===== src/rtl/shsw_pkg.sv =====
package shsw_pkg;
   typedef enum logic [1:0] {
      CODE_SWEEP = 2'd0,
      CODE_OFF   = 2'd1,
      CODE_BAD   = 2'd2
   } code_class_e;
endpackage


===== src/rtl/shsw_classify.sv =====
module shsw_classify
   import shsw_pkg::*;
#(
   parameter int CODE_W    = 9,
   parameter int EIA_LAST  = 261,
   parameter int CCIR_LAST = 311
) (
   input  logic [CODE_W-1:0] code_i,
   input  logic              std_ccir_i,
   output code_class_e       class_o
);
   logic [1:0] is_sweep;
   logic [1:0] is_bad;

   // one range decoder per standard; the select picks the active one
   for (genvar gs = 0; gs < 2; gs++) begin : g_std
      localparam int LAST = (gs == 0) ? EIA_LAST : CCIR_LAST;
      localparam logic [CODE_W-1:0] LAST_C = CODE_W'(LAST);
      localparam logic [CODE_W-1:0] BAD_C  = CODE_W'(LAST + 1);
      assign is_sweep[gs] = (code_i <= LAST_C);
      assign is_bad[gs]   = (code_i == BAD_C);
   end

   always_comb begin
      if (is_sweep[std_ccir_i])    class_o = CODE_SWEEP;
      else if (is_bad[std_ccir_i]) class_o = CODE_BAD;
      else                         class_o = CODE_OFF;
   end
endmodule


===== src/rtl/shsw_line_ctr.sv =====
module shsw_line_ctr #(
   parameter int LINE_W = 9
) (
   input  logic              clk_i,
   input  logic              rst_ni,
   input  logic              field_start_i,
   input  logic              hd_i,
   output logic [LINE_W-1:0] line_q,
   output logic [LINE_W-1:0] line_nxt
);
   localparam logic [LINE_W-1:0] LINE_MAX = '1;

   always_comb begin
      if (field_start_i)        line_nxt = '0;
      else if (!hd_i)           line_nxt = line_q;
      else if (line_q == LINE_MAX) line_nxt = LINE_MAX;
      else                      line_nxt = line_q + LINE_W'(1);
   end

   always_ff @(posedge clk_i or negedge rst_ni) begin
      if (!rst_ni) line_q <= '0;
      else         line_q <= line_nxt;
   end
endmodule


===== src/rtl/shsw_pulse_timer.sv =====
module shsw_pulse_timer #(
   parameter int PULSE_W  = 16,
   parameter int OFS_COMP = 20,
   parameter int OFS_CPST = 18
) (
   input  logic clk_i,
   input  logic rst_ni,
   input  logic restart_i,
   input  logic arm_i,
   input  logic composite_i,
   output logic pulse_n_o
);
   localparam int OFS_MAX = (OFS_COMP > OFS_CPST) ? OFS_COMP : OFS_CPST;
   localparam int POS_TOP = OFS_MAX + PULSE_W;
   localparam int POS_W   = $clog2(POS_TOP + 1);
   localparam logic [POS_W-1:0] POS_MAX = POS_W'(POS_TOP);

   logic [POS_W-1:0] pos_q;
   logic             armed_q;
   logic [POS_W-1:0] win_lo;
   logic [POS_W-1:0] win_hi;

   always_ff @(posedge clk_i or negedge rst_ni) begin
      if (!rst_ni) begin
         pos_q   <= POS_MAX;
         armed_q <= 1'b0;
      end else if (restart_i) begin
         pos_q   <= '0;
         armed_q <= arm_i;
      end else if (pos_q != POS_MAX) begin
         pos_q   <= pos_q + POS_W'(1);
      end
   end

   assign win_lo    = composite_i ? POS_W'(OFS_CPST) : POS_W'(OFS_COMP);
   assign win_hi    = composite_i ? POS_W'(OFS_CPST + PULSE_W) : POS_W'(OFS_COMP + PULSE_W);
   assign pulse_n_o = !(armed_q && (pos_q >= win_lo) && (pos_q < win_hi));
endmodule


===== src/rtl/shutter_sweep_sched.sv =====
module shutter_sweep_sched
   import shsw_pkg::*;
#(
   parameter int CODE_W    = 9,
   parameter int LINE_W    = 9,
   parameter int EIA_LAST  = 261,
   parameter int CCIR_LAST = 311,
   parameter int PULSE_W   = 16,
   parameter int OFS_COMP  = 20,
   parameter int OFS_CPST  = 18
) (
   input  logic              clk_i,
   input  logic              rst_ni,
   input  logic              hd_i,
   input  logic              field_start_i,
   input  logic              std_ccir_i,
   input  logic              composite_i,
   input  logic [CODE_W-1:0] shutter_code_i,
   output logic              xsub_n_o,
   output logic              expose_o,
   output logic              code_err_o
);
   if (LINE_W < CODE_W) begin : g_chk_line
      $error("LINE_W must cover the code range");
   end
   if (CCIR_LAST + 1 >= (1 << CODE_W) || EIA_LAST + 1 >= (1 << CODE_W)) begin : g_chk_code
      $error("prohibited code must fit in CODE_W bits");
   end
   if (PULSE_W < 1 || OFS_COMP < 1 || OFS_CPST < 1) begin : g_chk_pulse
      $error("pulse width and offsets must be positive");
   end

   code_class_e       class_now;
   code_class_e       class_q;
   logic [CODE_W-1:0] code_q;
   logic              cpst_q;
   logic              seen_q;
   logic [LINE_W-1:0] line_q;
   logic [LINE_W-1:0] line_nxt;
   logic              arm_nxt;
   logic              line_start;

   shsw_classify #(
      .CODE_W   (CODE_W),
      .EIA_LAST (EIA_LAST),
      .CCIR_LAST(CCIR_LAST)
   ) u_classify (
      .code_i    (shutter_code_i),
      .std_ccir_i(std_ccir_i),
      .class_o   (class_now)
   );

   shsw_line_ctr #(.LINE_W(LINE_W)) u_line (
      .clk_i        (clk_i),
      .rst_ni       (rst_ni),
      .field_start_i(field_start_i),
      .hd_i         (hd_i),
      .line_q       (line_q),
      .line_nxt     (line_nxt)
   );

   // per-field capture of code, mode and code class
   always_ff @(posedge clk_i or negedge rst_ni) begin
      if (!rst_ni) begin
         class_q <= CODE_OFF;
         code_q  <= '0;
         cpst_q  <= 1'b0;
         seen_q  <= 1'b0;
      end else if (field_start_i) begin
         class_q <= class_now;
         code_q  <= shutter_code_i;
         cpst_q  <= composite_i;
         seen_q  <= 1'b1;
      end
   end

   assign line_start = field_start_i | hd_i;
   // line 0 of a sweep field always pulses; later lines pulse up to the code
   assign arm_nxt = field_start_i ? (class_now == CODE_SWEEP)
                                  : ((class_q == CODE_SWEEP) &&
                                     (line_nxt <= LINE_W'(code_q)));

   shsw_pulse_timer #(
      .PULSE_W (PULSE_W),
      .OFS_COMP(OFS_COMP),
      .OFS_CPST(OFS_CPST)
   ) u_pulse (
      .clk_i      (clk_i),
      .rst_ni     (rst_ni),
      .restart_i  (line_start),
      .arm_i      (arm_nxt),
      .composite_i(cpst_q),
      .pulse_n_o  (xsub_n_o)
   );

   assign expose_o   = seen_q && ((class_q != CODE_SWEEP) || (line_q > LINE_W'(code_q)));
   assign code_err_o = seen_q && (class_q == CODE_BAD);
endmodule


===== config.mk =====
export PLATFORM = sky130hd
export DESIGN_NAME = shutter_sweep_sched
export DESIGN_NICKNAME = d
export VERILOG_FILES = /design/src/rtl/shsw_pkg.sv /design/src/rtl/shsw_classify.sv /design/src/rtl/shsw_line_ctr.sv /design/src/rtl/shsw_pulse_timer.sv /design/src/rtl/shutter_sweep_sched.sv
export SDC_FILE = /design/constraint.sdc
export NUM_CORES = 1
export LEC_CHECK = 0
export ABC_AREA = 1
export CAP_MARGIN = 20
export CORE_MARGIN = 2
export CORE_UTILIZATION = 55
export CTS_CLUSTER_DIAMETER = 120
export CTS_CLUSTER_SIZE = 25
export DETAILED_ROUTE_END_ITERATION = 7
export PLACE_DENSITY = 0.86
export SLEW_MARGIN = 15
export SYNTH_ARGS = -nofsm -noshare
export SYNTH_HDL_FRONTEND = slang
export SYNTH_SLANG_ARGS = --single-unit

===== constraint.sdc =====
create_clock -name clk_i -period 3.2 [get_ports clk_i]
set_input_delay 0.64 -clock clk_i [delete_from_list [all_inputs] [get_ports clk_i]]
set_output_delay 0.64 -clock clk_i [all_outputs]
set_load 0.05 [all_outputs]

==> flow_metrics.tcl <==
set metrics [dict create \
    status "finished, final reports clean" \
    area_delta_synth_final_pct 14.25 \
    worst_path_most_repeated_cell "nand2_1" \
    drt-met1-wl_microns 2061 \
    wl_met2_microns 2036 \
    routed-wl-met3_microns 201 \
    layout-drive-gt1-share 0.09964 \
    numCtsBuffers 5 \
    hold_viol 0 \
    root_buffer "clkbuf_4" \
    yosysWarnings 0 \
    wl_microns 4350 \
    crit_fanout 4 \
    final_common_cell "nand2_1" \
    antenna_found_initial 0 \
    cp.required_ps 2560 \
    post_cts.repair.setup_buffers 0 \
    critPathSlowestCell "clkdlybuf4s50_1" \
    cp.arrival_ps 2300 \
    fill_cells 298 \
    cts_hold_buf 0 \
    gp_congestion 0.8589 \
    final.period_utilization 0.9200 \
    fin_ws_ps 256.1 \
    overflow 0 \
    timing.setup.tns_ps 0 \
    seq_area_frac_synth 0.3660 \
    io_pins 18 \
    r2r_setup_slack_ps 880 \
    rows 21 \
    highest_layer "met4" \
    htree_levels 2 \
    diodes 0 \
    skew_ps 4.946 \
    final_cell_mix "nand2_1 (69), inv_1 (35), dfrtp_1 (26)" \
    dieArea_sq_um 4122 \
    layout_min_cycle_time_ps 2944 \
    worst_pin_slew_ps 581.7 \
    ys_types 33 \
    die_w_microns 64.20 \
    portBuffers 17 \
    cp-end-kind "output port" \
    hold_depth 2 \
    cts_resized 0 \
    route.antenna.remaining_nets 0 \
    path_clk_slew_ps 90 \
    place_worst_setup_slack_ps 223.8 \
    holdCritStartpoint "seen_q" \
    vdd_ir_drop_max_v 0.0003335 \
    dpl.hpwl_microns 3433 \
    reg2reg_depth 13 \
    avgSynthCellArea_sq_um 7.725 \
    grt_max_degree 18 \
    synth.net_count 296 \
    die_h_microns 64.20 \
    ys_seq_elements 29 \
    start_kind "flip-flop" \
    drcViolationCount 0 \
    num-nets-final 318 \
    dr.pass1.iters 5 \
    clk_path_buf_depth 2 \
    core_sq_um 3416 \
    grt_pass1_vias 1700 \
    clk_latency_ps 330 \
    syn_area_sq_um 1993 \
    final-setup-viol-count 0 \
    vias 1776 \
    maxCapViolCount 0 \
    wl_per_cell_microns 13.30 \
    cp_slowest_stage_delay_ps 790 \
    worstHoldPathType "reg2reg" \
    cp_cell_sequence "inv_1, ha_1, nand2_1, nand2_1, a21boi_0, o21ai_0, nand2_1, clkdlybuf4s50_1" \
    path_class "reg2out" \
    initial_core_util 0.5835 \
    max_freq_mhz 339.7 \
    grt_pass1_wl_microns 7665 \
    reg2reg_to "u_pulse.armed_q" \
    rsz0062_at_grt "no" \
    p_leak_uw 0.001160 \
    drt_iter0_drc 111 \
    p_per_area_nw_per_um2 348.9 \
    global_route.usage.total 0.2434 \
    rr_startpoint "u_line.line_q[0]" \
    relSlewSlack 0.6110 \
    cts_tree "done" \
    drt-vias-per-instance 5.431 \
    cts.sinks 29 \
    slew_viol_final 0 \
    syn_inst 258 \
    holdPathEnd "seen_q" \
]
==> cell families after synthesis <==
family          after synthesis  share of synthesized area
simple gates                125                     0.2888
buf+inv                      42                    0.08726
compound gates               35                    0.09604
flops                        29                     0.3660
fa+ha+maj                    23                     0.1444
xor+xnor                      4                    0.01758
==> worst max path at each step <==
stage,start,endpoint,slack (ps),depth (start not counted)
floorplan,u_line.line_q[8],expose_o,660,7
global placement,hd_i,u_pulse.armed_q,380,16
global route,u_pulse.pos_q[1],xsub_n_o,70,8
finish,u_pulse.pos_q[1],xsub_n_o,260,8
CTS,u_pulse.pos_q[1],xsub_n_o,250,8
detailed placement,hd_i,u_pulse.armed_q,220,13
==> critical path, delay by kind of cell, from the launching register on <==
family	cells	cell delay [ps]
AO/OA/AOI/OAI	2	240
buffers and inverters	2	890
flip-flops	1	410
AND/OR/NAND/NOR	3	190
adder cells (fa/ha/maj)	1	240
==> stage by stage <==
step	area (sq um)	cells	total power (uW)	hold WS [ps]	util
after CTS	2277	327	799.5	489.6	0.6667
after global placement	2207	319	533.6	464.5	0.6462
final	2277	327	794.6	485.5	0.6667
after global routing	2277	327	841.0	530.0	0.6667
after floorplan	1993	258	486.1	344.4	-
after detailed placement	2207	319	540.5	466.8	0.6462
==> per-layer routing <==
layer	GRT usage	vias up
met5	0	-
met4	0.06383	0
met3	0.05810	8
met2	0.3932	42
met1	0.3284	841
li1	-	885
==> cell usage after synthesis, drive strengths merged <==
library cell	n	area, sq um
a21boi	1	7.510
a21o	2	15.01
a21oi	14	73.82
a31oi	2	12.51
buf	2	18.77
clkbuf	2	7.510
dfrtp	26	650.6
dfstp	3	78.83
ha	23	287.8
inv	38	147.6
nand2	72	277.8
nand3	16	92.59
nand3b	3	22.52
nand4	5	31.28
nor2	22	92.59
nor3	5	46.30
nor4	1	6.260
o21ai	15	75.07
o31ai	1	7.510
or2	1	6.260
xnor2	3	26.28
xor2	1	8.760
==> final cells by class <==
cell class              instances  area (sq um)  share of cell area
multi-input cells             187          1090              0.4786
inverters                      38         147.6             0.06484
clock inverters                 1         5.005            0.002198
flip-flops and latches         29         729.5              0.3203
well taps                      46         57.56             0.02527
repair buffers                 19         182.7             0.08022
clock buffers                   7         65.06             0.02857
==> state kept, by name, indices dropped and copies added, names as in the netlist <==
signal / cells
u_line.line_q: 9
class_q: 2
u_pulse.pos_q: 6
u_pulse.armed_q: 1
code_q: 9
seen_q: 1
cpst_q: 1
==> where the power goes <==
| part | internal [uW] | switching, uW | leakage [uW] | total [uW] |
|---|---|---|---|---|
| Sequential | 385 | 10.9 | 0.000365 | 395 |
| Combinational | 52.8 | 86.0 | 0.000754 | 139 |
| Clock | 127 | 133 | 0.0000413 | 260 |
Note: power is estimated with default switching activity, not from simulation.
